File: src/rtl/vld_pkg.sv
package vld_pkg;

  typedef enum logic {LS_IDLE, LS_RUN} ld_state_e;

  // bank that serves a word address
  function automatic int unsigned bank_sel(input logic [31:0] addr, input int unsigned nbank);
    return addr % nbank;
  endfunction

endpackage

File: src/rtl/vld_bank_timers.sv
module vld_bank_timers #(
  parameter int NBANK = 8,
  parameter int BUSY  = 6,
  localparam int BW   = $clog2(NBANK),
  localparam int TMW  = $clog2(BUSY + 1)
) (
  input  logic             clk,
  input  logic             rst_n,
  input  logic             issue_en,
  input  logic [BW-1:0]    issue_bank,
  output logic [NBANK-1:0] bank_free
);

  for (genvar b = 0; b < NBANK; b++) begin : g_bank
    logic [TMW-1:0] cnt;
    logic           hit;

    assign hit = issue_en && (issue_bank == BW'(b));

    always_ff @(posedge clk or negedge rst_n) begin
      if (!rst_n)          cnt <= '0;
      else if (hit)        cnt <= TMW'(BUSY - 1);
      else if (cnt != '0)  cnt <= cnt - 1'b1;
    end

    assign bank_free[b] = (cnt == '0);

    // a read reaches a bank only after its busy time has run out
    p_bank_idle_on_issue_r4: assert property (@(posedge clk) disable iff (!rst_n)
      hit |-> cnt == '0);
  end

endmodule

File: src/rtl/vld_return_pipe.sv
module vld_return_pipe #(
  parameter int LAT = 12,
  parameter int CW  = 7
) (
  input  logic          clk,
  input  logic          rst_n,
  input  logic          in_valid,
  input  logic [CW-1:0] in_idx,
  output logic          out_valid,
  output logic [CW-1:0] out_idx
);

  logic [LAT-1:0] vld;
  logic [CW-1:0]  idx [LAT];

  always_ff @(posedge clk or negedge rst_n) begin
    if (!rst_n) vld <= '0;
    else begin
      vld[0] <= in_valid;
      for (int k = 1; k < LAT; k++) vld[k] <= vld[k-1];
    end
  end

  always_ff @(posedge clk) begin
    idx[0] <= in_idx;
    for (int k = 1; k < LAT; k++) idx[k] <= idx[k-1];
  end

  assign out_valid = vld[LAT-1];
  assign out_idx   = idx[LAT-1];

endmodule

File: src/rtl/vld_issue_ctrl.sv
module vld_issue_ctrl
  import vld_pkg::*;
#(
  parameter int NBANK = 8,
  parameter int AW    = 16,
  parameter int CW    = 7,
  parameter int TW    = 16,
  localparam int BW   = $clog2(NBANK)
) (
  input  logic             clk,
  input  logic             rst_n,
  input  logic             cmd_valid,
  input  logic [AW-1:0]    cmd_base,
  input  logic [AW-1:0]    cmd_stride,
  input  logic [CW-1:0]    cmd_count,
  input  logic [NBANK-1:0] bank_free,
  input  logic             ret_valid,
  input  logic [CW-1:0]    ret_idx,
  output logic             mem_rd_en,
  output logic [AW-1:0]    mem_rd_addr,
  output logic [BW-1:0]    issue_bank,
  output logic [CW-1:0]    issue_idx,
  output logic             ld_busy,
  output logic             ld_done,
  output logic [TW-1:0]    ld_cycles,
  output logic [TW-1:0]    ld_stalls
);

  ld_state_e     state_q;
  logic [AW-1:0] addr_q, stride_q;
  logic [CW-1:0] total_q, iss_idx_q, ret_cnt_q;
  logic [TW-1:0] cyc_q, stall_q;
  logic          done_q;

  // named events for the assertions
  logic start_acc, issue_pending, issue_fire, stall_evt, last_ret;

  assign start_acc     = cmd_valid && (state_q == LS_IDLE);
  assign issue_bank    = BW'(bank_sel(32'(addr_q), NBANK));
  assign issue_pending = (state_q == LS_RUN) && (iss_idx_q != total_q);
  assign issue_fire    = issue_pending && bank_free[issue_bank];
  assign stall_evt     = issue_pending && !bank_free[issue_bank];
  assign last_ret      = ret_valid && (ret_idx == total_q - 1'b1);

  always_ff @(posedge clk or negedge rst_n) begin
    if (!rst_n) begin
      state_q   <= LS_IDLE;
      addr_q    <= '0;
      stride_q  <= '0;
      total_q   <= '0;
      iss_idx_q <= '0;
      ret_cnt_q <= '0;
      cyc_q     <= '0;
      stall_q   <= '0;
      done_q    <= 1'b0;
    end else if (start_acc) begin
      addr_q    <= cmd_base;
      stride_q  <= cmd_stride;
      total_q   <= cmd_count;
      iss_idx_q <= '0;
      ret_cnt_q <= '0;
      cyc_q     <= '0;
      stall_q   <= '0;
      done_q    <= (cmd_count == '0);
      state_q   <= (cmd_count == '0) ? LS_IDLE : LS_RUN;
    end else begin
      done_q <= 1'b0;
      if (state_q == LS_RUN) cyc_q <= cyc_q + 1'b1;
      if (issue_fire) begin
        addr_q    <= addr_q + stride_q;
        iss_idx_q <= iss_idx_q + 1'b1;
      end
      if (stall_evt) stall_q   <= stall_q + 1'b1;
      if (ret_valid) ret_cnt_q <= ret_cnt_q + 1'b1;
      if (last_ret) begin
        state_q <= LS_IDLE;
        done_q  <= 1'b1;
      end
    end
  end

  assign mem_rd_en   = issue_fire;
  assign mem_rd_addr = addr_q;
  assign issue_idx   = iss_idx_q;
  assign ld_busy     = (state_q == LS_RUN);
  assign ld_done     = done_q;
  assign ld_cycles   = cyc_q;
  assign ld_stalls   = stall_q;

  // returns arrive in element order
  p_ret_in_order_r5: assert property (@(posedge clk) disable iff (!rst_n)
    ret_valid |-> ret_idx == ret_cnt_q);

  // no data returns outside a load
  p_ret_inside_load_r5: assert property (@(posedge clk) disable iff (!rst_n)
    ret_valid |-> ld_busy);

  // completion leaves the engine idle and lasts one cycle
  p_done_idle_r6: assert property (@(posedge clk) disable iff (!rst_n)
    ld_done |-> !ld_busy);
  p_done_single_r6: assert property (@(posedge clk) disable iff (!rst_n)
    ld_done && !cmd_valid |=> !ld_done);

  // an empty command completes at once with no reads
  p_zero_len_r8: assert property (@(posedge clk) disable iff (!rst_n)
    start_acc && cmd_count == '0 |=> ld_done && !ld_busy && !mem_rd_en);

  // a command during a load does not disturb it
  p_cmd_ignored_r9: assert property (@(posedge clk) disable iff (!rst_n)
    ld_busy && cmd_valid |=> $stable(total_q) && $stable(stride_q));

endmodule

File: src/rtl/vld_strided_unit.sv
module vld_strided_unit #(
  parameter int NBANK  = 8,
  parameter int BUSY   = 6,
  parameter int LAT    = 12,
  parameter int AW     = 16,
  parameter int DW     = 32,
  parameter int MAXLEN = 64,
  parameter int TW     = 16,
  localparam int BW    = $clog2(NBANK),
  localparam int CW    = $clog2(MAXLEN + 1)
) (
  input  logic          clk,
  input  logic          rst_n,
  input  logic          cmd_valid,
  input  logic [AW-1:0] cmd_base,
  input  logic [AW-1:0] cmd_stride,
  input  logic [CW-1:0] cmd_count,
  output logic          ld_busy,
  output logic          mem_rd_en,
  output logic [AW-1:0] mem_rd_addr,
  input  logic [DW-1:0] mem_rd_data,
  output logic          res_valid,
  output logic [CW-1:0] res_idx,
  output logic [DW-1:0] res_data,
  output logic          ld_done,
  output logic [TW-1:0] ld_cycles,
  output logic [TW-1:0] ld_stalls
);

  logic [NBANK-1:0] bank_free;
  logic [BW-1:0]    issue_bank;
  logic [CW-1:0]    issue_idx;
  logic             ret_valid;
  logic [CW-1:0]    ret_idx;

  vld_issue_ctrl #(.NBANK(NBANK), .AW(AW), .CW(CW), .TW(TW)) u_ctrl (
    .clk(clk), .rst_n(rst_n),
    .cmd_valid(cmd_valid), .cmd_base(cmd_base), .cmd_stride(cmd_stride), .cmd_count(cmd_count),
    .bank_free(bank_free), .ret_valid(ret_valid), .ret_idx(ret_idx),
    .mem_rd_en(mem_rd_en), .mem_rd_addr(mem_rd_addr),
    .issue_bank(issue_bank), .issue_idx(issue_idx),
    .ld_busy(ld_busy), .ld_done(ld_done), .ld_cycles(ld_cycles), .ld_stalls(ld_stalls)
  );

  vld_bank_timers #(.NBANK(NBANK), .BUSY(BUSY)) u_timers (
    .clk(clk), .rst_n(rst_n),
    .issue_en(mem_rd_en), .issue_bank(issue_bank), .bank_free(bank_free)
  );

  vld_return_pipe #(.LAT(LAT), .CW(CW)) u_ret (
    .clk(clk), .rst_n(rst_n),
    .in_valid(mem_rd_en), .in_idx(issue_idx),
    .out_valid(ret_valid), .out_idx(ret_idx)
  );

  assign res_valid = ret_valid;
  assign res_idx   = ret_idx;
  assign res_data  = mem_rd_data;

endmodule

File: config.mk
export PLATFORM = sky130hd
export DESIGN_NAME = vld_strided_unit
export DESIGN_NICKNAME = d
export VERILOG_FILES = /design/src/rtl/vld_pkg.sv /design/src/rtl/vld_bank_timers.sv /design/src/rtl/vld_return_pipe.sv /design/src/rtl/vld_issue_ctrl.sv /design/src/rtl/vld_strided_unit.sv
export SDC_FILE = /design/constraint.sdc
export NUM_CORES = 1
export LEC_CHECK = 0
export BUFFER_PORTS_ARGS = -buffer_cell sky130_fd_sc_hd__buf_2
export CORE_MARGIN = 3
export CORE_UTILIZATION = 55
export DETAILED_ROUTE_END_ITERATION = 16
export GPL_TIMING_DRIVEN = 0
export PLACE_DENSITY = 0.9
export SYNTH_ARGS = -nofsm -noshare
export SYNTH_HDL_FRONTEND = slang
export SYNTH_SLANG_ARGS = --single-unit
File: constraint.sdc
create_clock -name clk -period 3.45 [get_ports clk]
set_input_delay 0.345 -clock clk [delete_from_list [all_inputs] [get_ports clk]]
set_output_delay 0.345 -clock clk [all_outputs]
set_load 0.02 [all_outputs]
## Yosys cells after proc, flatten, opt, wreduce, memory -nomap -nowiden

Memory sizes are Yosys's and may differ from the RTL's.
Cells that the tools add are included.

| word-level totals | value |
|---|---|
| flip-flop bits (word level) | 116 |
| latch bits | 0 |
| memory bits (writable) | 84 |
| bits in read-only memories | 0 |
| input bits | 74 |
| output and inout port bits | 91 |
| word-level logic and storage cells | 117 |
| memories kept | 1 |

Memory list:

| memory | words | width | read ports | clocked after Yosys merged registers in | write ports | line | source |
|---|---|---|---|---|---|---|---|
| u_ret.idx | 12 | 7 | 12 | 0 | 12 | vld_return_pipe.sv:14 | `logic [CW-1:0] idx [LAT];` |

| operators by class | value |
|---|---|
| add/subtract/negate cells | 13 |
| multipliers | 0 |
| div/mod/pow operators | 0 |
| magnitude comparators | 1 |
| eq/ne operators | 9 |
| shift-type cells | 0 |
| multiplexer cells | 31 |
| bitwise operators | 1 |
| reduce and logical (&&, ||, !) cells | 44 |

Operators with widths:

| cell | count |
|---|---|
| $mux 16 | 6 |
| $mux 3 | 16 |
| $add 16x1->16 const B | 2 |
| $logic_not 3->1 | 9 |
| $reduce_bool 2->1 | 12 |
| $reduce_bool 3->1 | 8 |
| $sub 3x1->3 const B | 8 |
| $add 16x16->16 | 1 |
| $mux 7 | 2 |
| $logic_and 1x1->1 | 13 |
| $eq 3x3->1 const B | 4 |
| $add 7x1->7 const B | 1 |
| $eq 7x7->1 | 1 |
| $logic_not 7->1 | 1 |
| $ne 7x7->1 | 1 |
| $sub 7x1->7 const B | 1 |
| $eq 3x2->1 const B | 2 |
| $mux 1 | 6 |
| $lt 3x4->1 const B | 1 |
| $bmux 1 s3 | 1 |
| $eq 3x1->1 const B | 1 |
| $logic_not 1->1 | 1 |
| $not 1->1 | 1 |

## Longest topological paths before layout

| depth | value |
|---|---|
| depth in word-level cells | 7 |
| mapped depth | 10 |
| depth with buffers taken out | 9 |

## Cells and area by module

From an unflattened synthesis, not the netlist that was laid out.

| unflattened totals | value |
|---|---|
| cells, all modules | 814 |
| area, all modules | 8475.6 um^2 |

Modules (own cells, without submodules):

| module | times used | cells each | area each (um^2) | sequential area each (um^2) |
|---|---|---|---|---|
| vld_issue_ctrl | 1 | 538 | 4812.1 | 2001.9 |
| vld_return_pipe | 1 | 103 | 2034.5 | 1981.9 |
| vld_bank_timers | 1 | 141 | 1388.8 | 600.6 |
| vld_strided_unit | 1 | 32 | 240.2 | 0.0 |

## Worst setup path after synthesis

Ideal clock, no wire load.

| timing path | value |
|---|---|
| path type | flip-flop to flip-flop |
| start | reg u_ctrl.addr_q[0] (netlist: u_ctrl.mem_rd_addr[0]) |
| end | reg u_ctrl.addr_q[12] (netlist: u_ctrl.mem_rd_addr[12]) |
| setup time | 0.126 ns |
| arrival time | 2.596 ns |
| data required time | 3.324 ns |
| slack | 0.728 ns |
| cell stages (with the launch flop) | 9 |
| buffers on the path | 0 |
| clock period less this slack | 2.722 ns |
| cell sequence | dfrtp_1 ha_1 fa_1 a21o_1 a2111o_1 a31oi_1 o21ai_0 xor2_1 a221o_1 |

| on the way | value |
|---|---|
| word-level cells in the longest chain between the ends | 4 |
| elaborated cells between the ends (all ways) | 7 |
| classes of those cells | add/sub (1); mux (4); reduce/logical (2) |

Ends and longest elaborated chain:

| what | line | source |
|---|---|---|
| start: declaration | vld_issue_ctrl.sv:30 | `logic [AW-1:0] addr_q, stride_q;` |
| start signal: assignment | vld_issue_ctrl.sv:57 | `addr_q <= cmd_base;` |
| start signal: assignment | vld_issue_ctrl.sv:70 | `addr_q <= addr_q + stride_q;` |
| parallel branches: the longest is 4 deep, another holds $add 16x16->16 | - |  |

Several ways; the timed one is not identified. The select of a mux whose other input is x is not followed.
A chain may end at the register's enable or synchronous reset.

## Worst setup path in the final report

| timing path | value |
|---|---|
| start | reg u_timers.g_bank[6].cnt[0] |
| end | out mem_rd_en |

| on the way | value |
|---|---|
| word-level cells in the longest chain between the ends | 4 |

Ends and longest elaborated chain:

| what | line | source |
|---|---|---|
| start: declaration | vld_bank_timers.sv:15 | `logic [TMW-1:0] cnt;` |
| start signal: assignment | vld_bank_timers.sv:22 | `else if (hit) cnt <= TMW'(BUSY - 1);` |
| start signal: assignment | vld_bank_timers.sv:23 | `else if (cnt != '0) cnt <= cnt - 1'b1;` |
| $logic_not 3->1 | vld_bank_timers.sv:26 | `assign bank_free[b] = (cnt == '0);` |
| $bmux 1 s3 | vld_issue_ctrl.sv:41 | `assign issue_fire = issue_pending && bank_free[issue_bank];` |
| $mux 1 (implied by the code) | vld_issue_ctrl.sv:41 |  |
| $logic_and 1x1->1 | vld_issue_ctrl.sv:41 |  |
| end: declaration | vld_strided_unit.sv:19 | `output logic mem_rd_en,` |

Every way passes these cells. The select of a mux whose other input is x is not followed.

==> run summary <==
The flow ran to the end, and the final reports show no timing, DRC or antenna violations. The class of the worst hold path was input port to flop. The critical path is of the flop to primary output type. For this run, the detailed router's first-pass iteration total came to 5.

The run gives 0 as the initial antenna violation count. Buffers inserted during clock tree synthesis total 17. Cell chosen for the clock root: sky130_fd_sc_hd__clkbuf_16. The tools report the CTS H-tree depth as 4.

The proportion of layout cells with a drive suffix above 1 was 0.234; the power density over the cells was 1070 nW/µm². The internal power of the cells totals 6.15 mW. The tools report the worst-case clock buffer depth as 2. The fraction of power consumed by sequential logic is 0.372, and the max-slew violation total from the final report is 0.

The clock transition at the registers of the reported paths is 0.07 ns, and the biggest fanout along the worst timing path is 11. The count of nets left with antenna violations once routing finished came out at 0. In the post-synthesis netlist, the biggest area contributors are sky130_fd_sc_hd__dfrtp_1, sky130_fd_sc_hd__dfxtp_1, sky130_fd_sc_hd__nand2_1, sky130_fd_sc_hd__ha_1, sky130_fd_sc_hd__xnor2_1.

The netlist uses 68 different library cells. The tools report the sort of element at the end of the critical path as a primary output. In the synthesized netlist, the cells that appear most often are sky130_fd_sc_hd__nand2_1, sky130_fd_sc_hd__dfrtp_1, sky130_fd_sc_hd__dfxtp_1.

The first global-routing pass estimated 29,500 µm of wire. The tools report the effective utilization at floorplan as 0.569. Port buffering added 132 buffers.

TritonCTS built the clock tree. The worst hold slack across all endpoints was 0.102 ns. Detailed placement ended at an HPWL of 13,200 µm. The proportion of power drawn by the clock network is 0.173.

Net switching component of the power: 4.36 mW. The final clock period utilization by the worst path is 0.929. Averaged over all synthesized cells, the footprint is 10.5 µm². The run gives 1,085 as the number of filler cells placed in the layout. Counting flops with a built-in enable in the synthesized netlist gives 0. In this run the critical register-to-register path is launched from u_ctrl.mem_rd_addr[0]. In this run the worst setup path begins at u_timers.g_bank[6].cnt[0]. Setup repair after global routing left no endpoint under its margin. Startpoint kind of the worst setup timing path: a flop.

The floorplan step defined a die boundary enclosing 16,700 µm². The combined area of all synthesized cells was 8360 µm²; the count of clock tree sinks was 200. The tool flagged a number of max-cap violations equal to 0. The fraction of registers with async set/reset is 0.580.

The run gives 3.11 ns as the endpoint required time on the critical path. For the pin with the worst max-slew slack, the measured transition is 0.756 ns. The run gives 0 as the number of antenna repair diodes. The via density per instance works out to 5.48. For this run, the post-layout net count is 1,061. Sequential cell area fraction in the yosys report: 0.548. Synthesis produced a netlist whose cell count is 798. The worst-case IR drop observed on VDD is 0.736 mV. The die is 129 µm wide.

The number of vias after detailed routing was 6,290; the number of storage elements in the synthesis netlist was 200. The number of hold-slack violations in the final timing report is 0, and the routed length per placed instance is 15.9 µm. The design draws 10.5 mW. For the worst-skew pair, the clock arrives at the later sink with an insertion delay of 0.42 ns. Derived from the worst setup path, the maximum achievable clock frequency is 312 MHz.

The leakage power of the design came out at 4.76 nW. The number of nets in the synthesized netlist is 908. The worst hold path begins at cmd_stride[0].

The switching fraction of total power is 0.415. The logs give 0.222 for the overall routing resource usage and 0 for the residual overflow from global routing. After floorplanning, the core was divided into 44 placement rows. The first routing iteration left 513 violations.

The minimum period implied by the final worst setup slack was 3.21 ns; the final weighted congestion of routability-driven global placement was 0.907. For this design the top-level I/O count stands at 165. The clock skew was 0.00932 ns. The sum of negative setup slack was 0 ns.

After detailed routing, the number of remaining DRC violations is 0. The relative contribution of combinational cells to total power was 0.454; the number of global-route vias before repair was 6,143. Yosys printed 0 warnings.

Among all cell types in the netlist, the one instantiated most often is sky130_fd_sc_hd__nand2_1. For the worst setup path, the data arrival time is 2.86 ns. Setup violations remaining at the end of the flow were counted as 0.

The share of the synthesized area in the top cell type was 0.347. The logs give 18,300 µm for the total wire length after detailed routing and 62 for the maximum number of pins on one net before global-route repair. The most used flip-flop cell after synthesis is sky130_fd_sc_hd__dfrtp_1. The synthesized design spends more area on one cell type than any other, namely sky130_fd_sc_hd__dfrtp_1. The worst slew margin relative to its limit was 0.494.

The layout overhead on the synthesized area was 17.8%. The core region area was 14,700 µm². The chip height works out to 129 µm.
==> logic make-up (layout without fill, tap and decap cells) <==
logic type,Yosys count,count (layout),synth area share
compound gates,132,132,0.112
xor+xnor,48,48,0.0503
fa+ha+maj,36,36,0.0547
buf+inv,83,249,0.0570
flops,200,200,0.548
mux,16,16,0.0193
simple gates,283,283,0.158
==> path summary, 6_finish.rpt <==
check / end / slack [ns] / depth (start not counted)
setup / recovery: mem_rd_en / 0.24 / 9
hold / removal: u_ctrl.stride_q[0] / 0.10 / 3
setup reg to reg: u_ctrl.mem_rd_addr[12] / 0.49 / 8
hold reg to reg: u_ret.idx[2][4] / 0.32 / 0
max in group asynchronous: u_ret.vld[10] / 2.32 / 3
min in group asynchronous: u_ctrl.ld_cycles[2] / 0.44 / 2
==> repair_timing <==
| item | in CTS | in global routing |
|---|---|---|
| hold buffers | 1 | 0 |
| gates resized for setup | 0 | 1 |
| endpoints found under the setup margin | 0 | 1 |
| buffers inserted | 0 | 0 |
| endpoints found under the hold margin | 55 | 0 |
==> worst max-delay path: stages (launching register included) <==
cell	delay, ns
sky130_fd_sc_hd__dfrtp_1	0.36
sky130_fd_sc_hd__inv_1	0.12
sky130_fd_sc_hd__ha_1	0.18
sky130_fd_sc_hd__nor2b_1	0.35
sky130_fd_sc_hd__o221ai_2	0.22
sky130_fd_sc_hd__o2bb2ai_4	0.39
sky130_fd_sc_hd__nand2_4	0.17
sky130_fd_sc_hd__clkinv_4	0.12
sky130_fd_sc_hd__buf_2	0.28
sky130_fd_sc_hd__buf_2	0.23
==> through the flow <==
stage | worst slack [ns] | cell area (µm²) | instances | util
2_1_floorplan | 0.728 | 8360 | 798 | -
3_3_place_gp | 0.557 | 9260 | 1114 | 0.630
6_report | 0.244 | 9850 | 1148 | 0.670
5_1_grt | 0.127 | 9850 | 1148 | 0.670
3_5_place_dp | 0.542 | 9290 | 1115 | 0.632
4_1_cts | 0.0208 | 9840 | 1148 | 0.669
==> power by group through the flow <==
stage	combinational (mW)	sequential (mW)	clock [mW]
4_1_cts	4.73	3.91	1.86
3_5_place_dp	4.64	3.94	0
2_1_floorplan	3.27	4.03	0
3_3_place_gp	4.44	3.88	0
5_1_grt	5.26	4.03	1.95
6_report	4.78	3.91	1.82
==> layout make-up <==
cell class / count / area [µm²] / area share
Buffer: 60 / 385 / 0.0391
Clock buffer: 19 / 433 / 0.0440
Tap cell: 184 / 230 / 0.0234
Inverter: 23 / 91.3 / 0.00927
Sequential cell: 200 / 4580 / 0.465
Multi-Input combinational cell: 515 / 3320 / 0.337
Timing Repair Buffer: 134 / 704 / 0.0715
Clock inverter: 13 / 105 / 0.0107
==> per-layer routing <==
metal  vias up  global-route usage  wire length (µm)
met5         -                   0                 0
met4         0              0.0976               482
met3        41              0.0643              1380
met2       224               0.360              8740
met1      3014               0.279              7670
li1       3011                   -                 -
==> cell usage in the layout, fill, tap and decap left out, drive strengths merged, types with 4 or more instances in the layout <==
| cell | count |
|---|---|
| nor4 | 4 |
| nand4 | 10 |
| nor3 | 12 |
| a31oi | 11 |
| xor2 | 10 |
| and3 | 10 |
| clkbuf | 33 |
| inv | 31 |
| nor2b | 10 |
| dfxtp | 84 |
| nand2 | 127 |
| a22o | 4 |
| dfrtp | 116 |
| clkinv | 4 |
| o21ai | 31 |
| o211ai | 9 |
| a211o | 4 |
| ha | 35 |
| buf | 179 |
| mux2i | 15 |
| a21o | 6 |
| o31ai | 7 |
| xnor2 | 38 |
| nand3 | 25 |
| nand2b | 10 |
| a211oi | 6 |
| nor2 | 58 |
| a21oi | 32 |
==> registers in the layout, summed over array words and instances, names as in the netlist <==
name                 cells
u_ctrl.ld_busy           1
u_ctrl.issue_idx         7
u_timers.g_bank.cnt     24
u_ctrl.total_q           7
u_ret.vld               12
u_ctrl.ld_cycles        16
u_ctrl.stride_q         16
u_ret.idx               84
u_ctrl.ld_stalls        16
u_ctrl.ld_done           1
u_ctrl.mem_rd_addr      16
Power figures use the tool's default switching activity.
